File: config.mk
export PLATFORM = sky130hd
export DESIGN_NAME = half_pair_widen
export DESIGN_NICKNAME = d
export VERILOG_FILES = /design/src/rtl/half_pair_widen.sv
export SDC_FILE = /design/constraint.sdc
export NUM_CORES = 1
export LEC_CHECK = 0
export BUFFER_PORTS_ARGS = -buffer_cell sky130_fd_sc_hd__buf_2
export CORE_MARGIN = 1
export CORE_UTILIZATION = 53
export DETAILED_ROUTE_END_ITERATION = 10
export HOLD_SLACK_MARGIN = 0.12
export PLACE_DENSITY = 0.8
export SYNTH_ARGS = -nofsm -noshare
export SYNTH_HDL_FRONTEND = slang
export SYNTH_SLANG_ARGS = --single-unit
export TNS_END_PERCENT = 10
File: constraint.sdc
create_clock -name clk -period 1.1 [get_ports clk]
set_clock_uncertainty 0.1 [all_clocks]
set_input_delay 0.055 -clock clk [delete_from_list [all_inputs] [get_ports clk]]
set_output_delay 0.055 -clock clk [all_outputs]
set_load 0.05 [all_outputs]
File: src/rtl/half_pair_widen.sv
module half_pair_widen (
  input  logic        clk,
  input  logic        rst_n,
  input  logic        in_valid,
  input  logic [31:0] in_word,
  output logic        res_valid,
  output logic [31:0] res_lo,
  output logic [31:0] res_hi
);

  function automatic logic [31:0] widen(input logic [15:0] h);
    logic [4:0]  ex;
    logic [9:0]  mt;
    logic [3:0]  lead;
    logic [23:0] aligned;
    logic [30:0] mag;
    ex   = h[14:10];
    mt   = h[9:0];
    lead = '0;
    for (int k = 0; k < 10; k++)
      if (mt[k]) lead = 4'(k);
    aligned = {14'b0, mt} << (5'd23 - {1'b0, lead});
    if (ex == 5'd0)
      mag = (mt == 10'd0) ? 31'd0 : {{4'd0, lead} + 8'd103, aligned[22:0]};
    else if (ex == 5'd31)
      mag = (mt == 10'd0) ? {8'hFF, 23'd0} : 31'h7FFF_FFFF;
    else
      mag = {{3'd0, ex} + 8'd112, mt, 13'd0};
    return {h[15], mag};
  endfunction

  always_ff @(posedge clk or negedge rst_n) begin
    if (!rst_n) begin
      res_valid <= 1'b0;
      res_lo    <= '0;
      res_hi    <= '0;
    end else begin
      res_valid <= in_valid;
      if (in_valid) begin
        res_lo <= widen(in_word[15:0]);
        res_hi <= widen(in_word[31:16]);
      end
    end
  end

endmodule

==> out/results.ini, run 1 <==
[clock_network]
cts_max_path_buffers = 2
clock_sinks = 63
h-tree-depth = 3
tritoncts.num_buffers = 9
root_buffer = clkbuf_8

[grt]
grt_overflow = 428
grt_use_total_pct = 90.1
grt_max_degree = 64

[logic_synthesis]
syn_nets = 470
synth.avg_cell_area_um2 = 8.65
ys_types = 72
synth-async-reset-ratio_pct = 100
synth_edf_count = 0
synth-seq-cells = 63
synth-main-ff-cell = dfrtp_1
postSynthCellCount = 433
ys_seq_area_share_pct = 42.1
synth_area_mm2 = 0.00375
yosysWarnings = 0

[floorplanning]
die_h_um = 86.1
initial_core_util_pct = 55.1
die_x_um = 86.1
pin_count = 100
fp-row-count = 30

[outcome]
haltStage = global routing
error = [ERROR GRT-0232] Routing congestion too high. Check the congestion heatmap in the GUI.
status = did not finish

[placement]
dp_hpwl_um = 8590
place_inst = 711
portBuffers = 99
gp_congestion = 0.950

[sta]
worstEpCategory = sequential cell input
grt-worst-endpoint = res_hi[17]$_DFFE_PN0P_/D

-- synth_stat cells, types with 4 or more instances --
| cell | count | area share, % |
|---|---|---|
| a211o_1 | 7 | 1.6 |
| a211oi_1 | 4 | 0.80 |
| a21oi_1 | 38 | 5.1 |
| a31oi_1 | 8 | 1.3 |
| buf_2 | 14 | 1.9 |
| clkbuf_1 | 19 | 1.9 |
| dfrtp_1 | 63 | 42 |
| inv_1 | 40 | 4.0 |
| mux2_2 | 6 | 1.8 |
| mux2i_1 | 6 | 1.6 |
| nand2_1 | 20 | 2.0 |
| nand2b_1 | 4 | 0.67 |
| nand3_1 | 8 | 1.1 |
| nand4_1 | 4 | 0.67 |
| nor2_1 | 48 | 4.8 |
| nor2_2 | 4 | 0.67 |
| nor2b_1 | 5 | 0.84 |
| nor3_1 | 6 | 0.80 |
| o211ai_1 | 5 | 1.0 |
| o21ai_0 | 40 | 5.3 |
| o221ai_1 | 4 | 0.94 |
| o22a_1 | 4 | 0.94 |
-- metal layers --
layer	global-route usage, %	overflow
met1	83.8	2
met2	120	315
met3	60.7	1
met4	105	110
met5	15.4	0
-- cells by family after synthesis --
logic type | share of synthesized area [%]
AO/OA/AOI/OAI | 28.1
buffers and inverters | 8.68
AND/OR/NAND/NOR | 16.2
flip-flops | 42.1
multiplexers | 3.81
XOR/XNOR | 0.468
adder cells (fa/ha/maj) | 0.668
-- timing repair --
| item | in CTS |
|---|---|
| gates resized for setup | 163 |
| hold buffers | 14 |
| endpoints found under the setup margin | 120 |
| pin swaps | 44 |
| buffers inserted | 15 |
| gates cloned | 0 |
| endpoints found under the hold margin | 83 |
-- metrics by stage --
step | setup TNS (ns) | hold WS [ns] | utilization (%) | setup slack (ns) | cell area (um2)
after floorplan | -21.00 | -0.341 | - | -0.490 | 3880
after CTS | -5.53 | -0.0860 | 91.1 | -0.238 | 6190
after global placement | -28.52 | -0.0110 | 76.3 | -0.687 | 5180
after detailed placement | -30.84 | -0.00676 | 76.3 | -0.737 | 5180
==> inputs of run 2 (changes only) <==
CORE_UTILIZATION = 38   (was 53)
HOLD_SLACK_MARGIN = not set   (was 0.12)
PLACE_DENSITY = not set   (was 0.8)
PLACE_DENSITY_LB_ADDON = 0.15   (was not set)
==> out/results.ini, run 2 <==
[hold_path]
hold_class = input pin to register
hold_start = in_word[27]
hold-path-endpoint = res_hi[24]
min_path_cells = 4

[worst_setup_path]
cp-start-kind = input pin
path_buf_inv = 1
crit_path_end_kind = register
slowest_delay_ns = 0.39
r2r_setup_slack_ns = 0.06
r2r-end = res_hi[21]
path_cells = buf_6 > or3_4 > nor3_4 > nand3_2 > a311o_1 > a211o_1 > o211ai_1
cpLargestDelayFamily = simple AND/OR/NAND/NOR gates
worst-path-max-fanout = 3
cp_data_arrival_time_ns = 1.52
ff2ff_path_depth = 2
path_class = input pin to register
crit_slowest_cell = or3_4
required_ns = 1.25
critPathLaunch = in_word[11]
timing.rr.start = res_hi[21]

[power_and_ir_drop]
power_leakage_uw = 0.00290
power_density_mw_per_mm2 = 1120
irDropWorstVdd_mv = 0.801

[grt]
grt_use_met2_pct = 43.2
first_global_vias = 3994
globalRouteMet3Util_pct = 4.49
grt_overflow = 0
grt_busiest_layer = met2
grt_max_degree = 47
grt_first_pass_wirelength_um = 19600
grt_use_total_pct = 24.7
antenna_found_initial = 0
use_met1_pct = 30.7

[sta]
final_hold_viol_count = 1
setup_violations = 43
worstMarginPinSlew_ns = 0.384
finalWorstSetupSlack_ns = -0.269
tns_ns = -4.94
rsz0062_at_grt = true
fmax_ghz = 0.730
fin_crit_ns = 1.37
relSlewSlack_pct = 73.6
holdWs_ns = -0.00648
period_share_pct = 124
slew_viol_final = 0

[placement]
dp_hpwl_um = 8660
portBuffers = 99
gp_congestion = 0.872
place_inst = 731

[logic_synthesis]
synth.avg_cell_area_um2 = 8.65
yosysWarnings = 0
synthMostInstantiatedCell = dfrtp_1
synthSimpleGateAreaFrac_pct = 16.2
muxShareOfSynthArea_pct = 3.81
synth_edf_count = 0
yosysTopAreaCell = dfrtp_1
synth-main-ff-cell = dfrtp_1
ys_types = 72
ys_top_cells_by_area = dfrtp_1 42%, o21ai_0 5.3%, a21oi_1 5.1%
synth_xor_area_share_pct = 0.468
synthTopCellsByCount = 63 x dfrtp_1, 48 x nor2_1, 40 x inv_1, 40 x o21ai_0, 38 x a21oi_1
ys_seq_area_share_pct = 42.1
postSynthCellCount = 433
yosys.area_share.adder_pct = 0.668
synth.top_cell.area_share_pct = 42.1
synth-async-reset-ratio_pct = 100
synth_top_family_by_area = compound AO/OA/AOI/OAI gates
syn_nets = 470
synth_compound_area_share_pct = 28.1
synth_area_mm2 = 0.00375
synth-seq-cells = 63

[outcome]
status = finished with violations
violations = negative hold slack, negative setup slack

[finish]
fillerInstances = 733
antenna_cells = 0
reg_top3 = res_hi (31), res_lo (31), res_valid (1)
layout_commonest_cell = buf_4
instances_no_fill = 768
final_cell_mix = 111 x buf_4, 78 x buf_6, 63 x dfrtp_1, 43 x nor2_1, 37 x inv_1
layout-drive-gt1-share_pct = 51.8
regArea_mm2 = 0.00158
area_growth_pct = 70.0
final_nets = 671
multi_input_area_mm2 = 0.00222

[routing]
viasPerCell = 5.37
route.detailed.drc = 0
firstDrtPassIters = 6
ant_nets = 0
vias = 4122
routed_wl_um = 12500
drt_iter0_markers = 150
wire_per_inst_um = 16.2

[clock_network]
cts_max_path_buffers = 2
tritoncts.num_buffers = 9
cts_tree = built
clkLatencyLatePin_ns = 0.34
clock_sinks = 63
path_clk_slew_ns = 0.07
root_buffer = clkbuf_8
h-tree-depth = 3

[floorplanning]
design.die.area_mm2 = 0.0103
pin_count = 100
die_x_um = 101
die_h_um = 101
initial_core_util_pct = 39.8
core_area_mm2 = 0.00942
fp-row-count = 35

[run]
max_cap_viol_count = 0

run 2: worst max-delay path by stage:
stage | depth (start not counted) | slack [ns] | to
3_5_place_dp | 6 | -0.70 | res_hi[22]
2_1_floorplan | 6 | -0.49 | res_hi[22]
5_1_grt | 7 | -0.29 | res_lo[21]
4_1_cts | 7 | -0.24 | res_hi[22]
3_3_place_gp | 7 | -0.71 | res_hi[22]
6_report | 7 | -0.27 | res_lo[21]
run 2: metrics by stage:
| step | utilization (%) | instance area, um2 | power (uW) | setup slack (ns) | hold WS (ns) |
|---|---|---|---|---|---|
| final | 67.6 | 6370 | 7120 | -0.269 | -0.00648 |
| after global routing | 67.6 | 6370 | 7400 | -0.294 | 0.00200 |
| after CTS | 64.0 | 6020 | 6990 | -0.239 | 0.000180 |
| after detailed placement | 54.6 | 5140 | 4570 | -0.704 | -0.162 |
| after global placement | 54.6 | 5140 | 4560 | -0.713 | -0.169 |
| after floorplan | - | 3880 | 3860 | -0.490 | -0.341 |
run 2: cells by family (layout without fill, tap and decap cells):
family / Yosys count / count (layout)
flip-flops: 63 / 63
AND/OR/NAND/NOR: 121 / 122
multiplexers: 13 / 13
adder cells (fa/ha/maj): 2 / 2
buffers and inverters: 79 / 284
XOR/XNOR: 2 / 2
AO/OA/AOI/OAI: 153 / 153
run 2: layout make-up:
cell class	instances	share of cell area, %
clock buffer	10	2.16
clock inverter	6	1.08
inverter	43	2.57
tap	129	2.53
sequential	63	24.8
timing repair buffer	225	32.0
multi-input combinational	292	34.9
run 2: layer usage:
layer	wire length, um	vias to the layer above	part of all wire [%]
li1	-	1951	-
met1	5030	1970	40
met2	6430	177	52
met3	728	24	5.8
met4	277	0	2.2
met5	0	-	0
run 2: report_power, final:
group / leakage [uW] / internal [uW] / switching, uW / total (uW)
Clock: 0.000103 / 1120 / 1000 / 2120
Combinational: 0.00201 / 999 / 1400 / 2390
Sequential: 0.000788 / 2470 / 128 / 2600
Total: 0.00290 / 4590 / 2520 / 7120
run 2: what timing repair did:
item                       in CTS  in global routing
setup endpoints to repair     122                105
pin swaps                      35                 28
cloned                          2                  0
hold buffers                    9                  0
resized for setup             165                 94
buffers inserted               10                  1
hold endpoints to repair       71                  0
run 2: tightest hold or removal path: stages:
cell and delay, ns:
buf_6 0.07, buf_4 0.10, a21oi_2 0.03, a21oi_1 0.12
(Power assumes the default switching activity.)
